==> config.mk <==
export PLATFORM = sky130hd
export DESIGN_NAME = boot_cs_decoder
export DESIGN_NICKNAME = d
export VERILOG_FILES = /design/src/rtl/boot_cs_decoder.sv
export SDC_FILE = /design/constraint.sdc
export NUM_CORES = 1
export LEC_CHECK = 0
export CAP_MARGIN = 0
export CORE_ASPECT_RATIO = 1.25
export CORE_MARGIN = 1.5
export CORE_UTILIZATION = 27
export DETAILED_ROUTE_END_ITERATION = 6
export PLACE_DENSITY = 0.81
export SYNTH_ARGS = -nofsm -noshare
export SYNTH_HDL_FRONTEND = slang
export SYNTH_SLANG_ARGS = --single-unit
==> constraint.sdc <==
create_clock -name clk -period 1.68 [get_ports clk]
set_input_delay 0.252 -clock clk [delete_from_list [all_inputs] [get_ports clk]]
set_output_delay 0.252 -clock clk [all_outputs]
set_load 0.005 [all_outputs]
==> src/rtl/boot_cs_decoder.sv <==
module boot_cs_decoder #(
  parameter int          ROM_AW    = 14,
  parameter int          AHB_AW    = 23,
  parameter logic [31:0] ROM_BASE  = 32'h8009_0000,
  parameter logic [31:0] AHB_BASE  = 32'h8000_0000,
  parameter logic [15:0] CS_MAP    = 16'h01C7,
  parameter logic [15:0] EXT_MAP   = 16'h00C7,
  parameter logic [31:0] WIDTH_MAP = 32'h0000_5012
) (
  input  logic              clk,
  input  logic              rst_n,
  input  logic [31:0]       addr,
  input  logic              acc_valid,
  input  logic              remap_pulse,
  output logic [15:0]       chip_sel,
  output logic [1:0]        bus_width,
  output logic              ahb_reg_sel,
  output logic              rom_sel,
  output logic [ROM_AW-1:0] rom_offset,
  output logic              dec_err
);
  localparam int REGIONS = 16;
  localparam int RW      = 4;

  logic          boot_q;
  logic [RW-1:0] region;
  logic          normal_hit;
  logic          ext_hit;
  logic          rom_win;

  always_ff @(posedge clk or negedge rst_n)
    if (!rst_n)           boot_q <= 1'b1;
    else if (remap_pulse) boot_q <= 1'b0;

  assign region     = addr[31:32-RW];
  assign normal_hit = acc_valid && !boot_q;
  assign ext_hit    = normal_hit && EXT_MAP[region];
  assign rom_win    = addr[31:ROM_AW] == ROM_BASE[31:ROM_AW];

  for (genvar g = 0; g < REGIONS; g++) begin : g_cs
    if (CS_MAP[g]) begin : g_pop
      assign chip_sel[g] = normal_hit && (region == RW'(g));
    end else begin : g_empty
      assign chip_sel[g] = 1'b0;
    end
  end

  assign bus_width   = ext_hit ? WIDTH_MAP[{region, 1'b0} +: 2] : 2'b00;
  assign ahb_reg_sel = normal_hit && (addr[31:AHB_AW] == AHB_BASE[31:AHB_AW]);
  assign rom_sel     = acc_valid && (boot_q || rom_win);
  assign rom_offset  = rom_sel ? addr[ROM_AW-1:0] : '0;
  assign dec_err     = normal_hit && !CS_MAP[region];

  assert_cs_onehot_R4: assert property (@(posedge clk) disable iff (!rst_n)
    $onehot0(chip_sel));
  assert_err_no_cs_R8: assert property (@(posedge clk) disable iff (!rst_n)
    dec_err |-> (chip_sel == 16'h0));
  assert_width_ext_R5: assert property (@(posedge clk) disable iff (!rst_n)
    (bus_width != 2'b00) |-> ((chip_sel & EXT_MAP) != 16'h0));
  assert_idle_quiet_R9: assert property (@(posedge clk) disable iff (!rst_n)
    !acc_valid |-> (chip_sel == 16'h0 && !rom_sel && !ahb_reg_sel && !dec_err));
  assert_boot_alias_R1: assert property (@(posedge clk) disable iff (!rst_n)
    (boot_q && acc_valid) |-> (rom_sel && chip_sel == 16'h0 && !dec_err));
  assert_remap_clears_R2: assert property (@(posedge clk) disable iff (!rst_n)
    remap_pulse |=> !boot_q);
  assert_no_reenter_R3: assert property (@(posedge clk) disable iff (!rst_n)
    !boot_q |=> !boot_q);
endmodule

# Yosys cells after proc, flatten, opt, wreduce, memory -nomap -nowiden
# Memories as Yosys holds them, arrays and structs flattened.
# Cells that the tools add are included.
[op_classes]
eq_ne = 7
n_lt_le_gt_ge = 1
n_reduce_logical = 15
muxes = 4
shift = 1
[ops]
columns = ["cell", "n"]
rows = [
  ["variable part select 32 x 6 -> 2 bit, first input constant", 1],
  ["== test 18 bit, second input constant", 1],
  ["two-way mux 14 bit", 1],
  ["logical AND 1 bit", 11],
  ["== test 9 bit, second input constant", 1],
  ["== test 4 x 3 -> 1 bit, second input constant", 2],
  ["< comparator 4 x 5 -> 1 bit, second input constant", 1],
  ["== test 4 x 1 -> 1 bit, second input constant", 1],
  ["== test 4 x 2 -> 1 bit, second input constant", 1],
  ["== test 4 bit, second input constant", 1],
  ["logical NOT 4 bit", 1],
  ["logical NOT 1 bit", 2],
  ["two-way mux 1 bit", 2],
  ["two-way mux 2 bit", 1],
  ["logical OR 1 bit", 1],
]
[word_totals]
inputBits = 36
output_inout_bits = 35
ff_bits = 1
mem_bits_ro = 32
memories = 2
[memory_table]
columns = ["name", "depth", "width", "read_ports", "rd_clocked_by_memory_dff", "wr", "line", "text"]
rows = [
  ["(name not given)", 16, 1, 1, 0, 0, "52", "assign dec_err = normal_hit && !CS_MAP[region];"],
  ["(name not given)", 16, 1, 1, 0, 0, "37", "assign ext_hit = normal_hit && EXT_MAP[region];"],
]

# Depth between registers and ports, before layout
[logic_depth]
ltp_word = 4
depth_mapped = 5

# Worst setup path after synthesis
# OpenSTA, ideal clock, no wires.
[synth_path]
path_kind = "reg2out"
from = "register boot_q"
to = "output rom_offset[0]"
stages_incl_launch_ff = 6
arrival_ns = 1.235
path_buffers = 2
required_time_ns = 1.428
slack_ns = 0.193
path_cell_list = "dfstp_2 > and2_1 > clkbuf_1 > clkbuf_1 > nand2_1 > o31ai_2"
[synth_via]
elab_chain_len = 3
[synth_lines]
columns = ["item", "line", "text"]
rows = [
  ["start, declared", "25", "logic boot_q;"],
  ["start signal, assigned", "32", "if (!rst_n) boot_q <= 1'b1;"],
  ["start signal, assigned", "33", "else if (remap_pulse) boot_q <= 1'b0;"],
  ["logical OR 1 bit", "50", "assign rom_sel = acc_valid && (boot_q || rom_win);"],
  ["logical AND 1 bit", "50", ""],
  ["two-way mux 14 bit", "51", "assign rom_offset = rom_sel ? addr[ROM_AW-1:0] : '0;"],
  ["end, declared", "19", "output logic [ROM_AW-1:0] rom_offset,"],
]
# Every way passes these cells.

# Final worst setup path
[layout_path]
from = "input addr[28]"
to = "output rom_offset[4]"
[layout_via]
elab_chain_len = 4
[layout_lines]
columns = ["item", "line", "text"]
rows = [
  ["start, declared", "12", "input logic [31:0] addr,"],
  ["== test 18 bit", "38", "assign rom_win = addr[31:ROM_AW] == ROM_BASE[31:ROM_AW];"],
  ["logical OR 1 bit", "50", ""],
  ["logical AND 1 bit", "50", ""],
  ["two-way mux 14 bit", "51", ""],
]
# Every way passes these cells.

==> reports/results.txt <==
Capturing element type of the critical path: an output port. The run gives 0 as the number of antenna repair diodes. boot_q holds more flip-flops than any other register.

The detailed router finished its first iteration with 8 violations. The analysis attributes to cell leakage a power of 0.686 nW. The analysis attributes to net switching a power of 0.0692 mW. The logs give 2260 µm for the total routed wirelength and 16 for the maximum number of pins on one net before global-route repair.

Synthesis instantiated 28 different standard cells from the library. The clock-pin transition on the worst setup and hold timing paths works out to 0 ps. The share of synthesized flip-flops with an asynchronous set or reset was 100%; the number of enable-type register cells in the synthesized netlist was 0.

The die span in x came out at 45.5 µm. Final weighted congestion of routability-driven global placement: 0.651. The number of antenna violations at the first check in global routing is 0, and the signal arrival time at the worst endpoint is 1410 ps. The total number of vias was 837.

Path type of the worst setup path: input port to output port. Detailed-router iteration count before antenna repair: 4. The final routed wire length divided by cell count was 12.1 µm; the share of post-route cells with drive strength above 1 was 41.7%. The max-slew violation count is 0, and the number of global-route vias before repair is 820. The first global-routing pass estimated 3480 µm of wire. The final critical path time including I/O delays and setup is 1660 ps, and the placement-stage cell area is 1280 µm².

For the site row count, the log shows 19. Data on the critical path is required at its endpoint by 1430 ps. Setup violations remaining at the end of the flow were counted as 0. The end-of-flow core utilization was 64.5%. The run finished with clean final reports. The logs give 0% for the clock group share of total power and 0 for the remaining antenna violation count.

Across the routed clock network, the largest skew measured is 0 ps. 71 I/O pins were placed. Setup repair after global routing could not meet its margin everywhere. During synthesis, Yosys emitted a total of 0 warnings. The total of flip-flops plus latches after synthesis is 1. The post-detailed-route via-to-cell ratio works out to 4.48. The largest registers in the layout are boot_q: 1 flops. The tools report the total overflow reported by the global router as 0.

The worst setup path is launched from an input port. The internal portion of the total power is 0.119 mW. The floorplan step set the die height to 56.1 µm. The later pin in the worst-skew pair is clocked with a latency of 0 ps. The layout overhead on the synthesized area came out at 129%. The post-synthesis instance total is 88. The number of flip-flops under the largest register name is 1, and the layout filler cell count is 186.

Averaged over all synthesized cells, the footprint is 6.92 µm². In this run the standard cell core region covers 2160 µm². Post-DP HPWL: 1590 µm.

Of the total power, the share spent switching nets is 36.8%. After the last flow step, the layout net total stands at 194. Buffers placed on the I/O ports in this run total 60. Cell area after layout: 1400 µm². The type of the worst min-delay path is register to register. The floorplan step defined a die boundary enclosing 2550 µm². VDD sags by at most 0.132 mV. The tools report the number of hold-slack violations in the final timing report as 0. After detailed routing, the number of remaining DRC violations is 0. The tool flagged a number of max-cap violations equal to 0. For the final routed database, the setup TNS stands at 0 ps. The share of the cycle needed by the critical path after routing was 99.0%; the power share of the combinational group was 87.0%.

Global routing consumed, over all layers together, 17.3% of the routing resources. The power density of the placed cells is 135 nW/µm². Biggest fanout along the worst timing path: 7.

Static timing analysis puts the maximum clock frequency at 601 MHz. The most used flip-flop cell after synthesis is sky130_fd_sc_hd__dfstp_2. The logs give 609 µm² for the cell area after synthesis and 4.31% for the sequential cell area fraction in the yosys report.

After clock tree synthesis, the flow added hold-fix buffers numbering 0. For this configuration, the core starts out at a cell density of 28.2%. The run gives 13.0% as the share of total power in sequential cells.
-- cells by family (layout without fill, tap and decap cells) --
| logic type | Yosys count | count (layout) | synth area share [%] |
|---|---|---|---|
| flops | 1 | 1 | 4.31 |
| buf+inv | 30 | 89 | 27.3 |
| compound gates | 18 | 18 | 28.7 |
| other cells | 1 | 10 | 0.615 |
| simple gates | 38 | 38 | 39.0 |
-- worst max-delay path, cell delays in order --
cell,delay [ps]
sky130_fd_sc_hd__buf_8,100
sky130_fd_sc_hd__nor4b_4,350
sky130_fd_sc_hd__nand4_4,170
sky130_fd_sc_hd__clkbuf_16,220
sky130_fd_sc_hd__o31ai_4,170
sky130_fd_sc_hd__buf_2,150
-- stage by stage --
step	cells	hold WS (ps)	power [mW]	setup WS [ps]
floorplan	97	104	0.0811	193
detailed placement	183	490	0.179	-761
global route	187	503	0.203	-35.5
global placement	183	484	0.176	-694
finish	187	485	0.188	16.8
CTS	186	489	0.181	-44.4
-- path summary, 6_finish.rpt --
| path | cells after the start | from | slack [ps] | end |
|---|---|---|---|---|
| setup reg to reg | 1 | boot_q | 970 | boot_q |
| setup / recovery | 6 | addr[28] | 20 | rom_offset[4] |
| max in group asynchronous | 1 | rst_n | 1090 | boot_q |
| hold reg to reg | 1 | boot_q | 480 | boot_q |
| hold / removal | 1 | boot_q | 480 | boot_q |
| min in group asynchronous | 1 | rst_n | 570 | boot_q |
-- routing by layer --
layer / vias to the layer above / track usage [%] / share of wire [%]
met1: 373 / 18.3 / 35
met4: 0 / 1.26 / 0.44
met5: - / 0 / 0
met3: 2 / 0.974 / 8.5
li1: 413 / - / -
met2: 49 / 35.4 / 56
-- synthesized netlist by cell type, types with 2 or more instances --
| cell | n | share of area, % |
|---|---|---|
| sky130_fd_sc_hd__clkbuf_1 | 2 | 1.2 |
| sky130_fd_sc_hd__nor3_1 | 2 | 1.6 |
| sky130_fd_sc_hd__o31ai_1 | 5 | 6.2 |
| sky130_fd_sc_hd__o31ai_2 | 9 | 18 |
| sky130_fd_sc_hd__and2_1 | 2 | 2.1 |
| sky130_fd_sc_hd__inv_1 | 15 | 9.2 |
| sky130_fd_sc_hd__nor2b_1 | 4 | 4.1 |
| sky130_fd_sc_hd__buf_4 | 10 | 12 |
| sky130_fd_sc_hd__buf_6 | 2 | 3.7 |
| sky130_fd_sc_hd__nor2_1 | 4 | 2.5 |
| sky130_fd_sc_hd__nand2_1 | 16 | 9.9 |
-- timing repair --
action / CTS / global route
gates resized for setup: 136 / 13
endpoints found under the hold margin: 0 / 0
setup endpoints to repair: 25 / 15
cloned: 2 / 0
buffers inserted: 1 / 1
pin swaps: 18 / 12
-- cells in the final DEF, fill, tap and decap left out, types with 2 or more instances in the layout --
| cell | count |
|---|---|
| sky130_fd_sc_hd__buf_2 | 21 |
| sky130_fd_sc_hd__clkdlybuf4s50_1 | 17 |
| sky130_fd_sc_hd__inv_1 | 15 |
| sky130_fd_sc_hd__nand2_1 | 15 |
| sky130_fd_sc_hd__dlygate4sd2_1 | 14 |
| sky130_fd_sc_hd__o31ai_4 | 10 |
| sky130_fd_sc_hd__conb_1 | 10 |
| sky130_fd_sc_hd__buf_4 | 9 |
| sky130_fd_sc_hd__clkdlybuf4s15_1 | 5 |
| sky130_fd_sc_hd__o31ai_2 | 4 |
| sky130_fd_sc_hd__nor2_1 | 3 |
| sky130_fd_sc_hd__nor2b_1 | 3 |
| sky130_fd_sc_hd__buf_12 | 3 |
| sky130_fd_sc_hd__nor3_2 | 2 |
| sky130_fd_sc_hd__nor4b_4 | 2 |
| sky130_fd_sc_hd__and2_1 | 2 |
-- power by group through the flow --
stage	Combinational (mW)	Sequential, mW	Clock [mW]
after floorplan	0.0566	0.0246	0
after global placement	0.152	0.0246	0
after detailed placement	0.154	0.0246	0
after CTS	0.157	0.0246	0
after global routing	0.178	0.0246	0
final	0.164	0.0246	0
-- cell type report --
cell class / instances / area (µm²) / share of cell area, %
Sequential cell: 1 / 26.3 / 1.88
Multi-Input combinational cell: 66 / 614 / 44.0
Inverter: 15 / 56.3 / 4.04
Tap cell: 31 / 38.8 / 2.78
Timing Repair Buffer: 74 / 659 / 47.3
No activity file was read; power rests on OpenSTA's default activity.
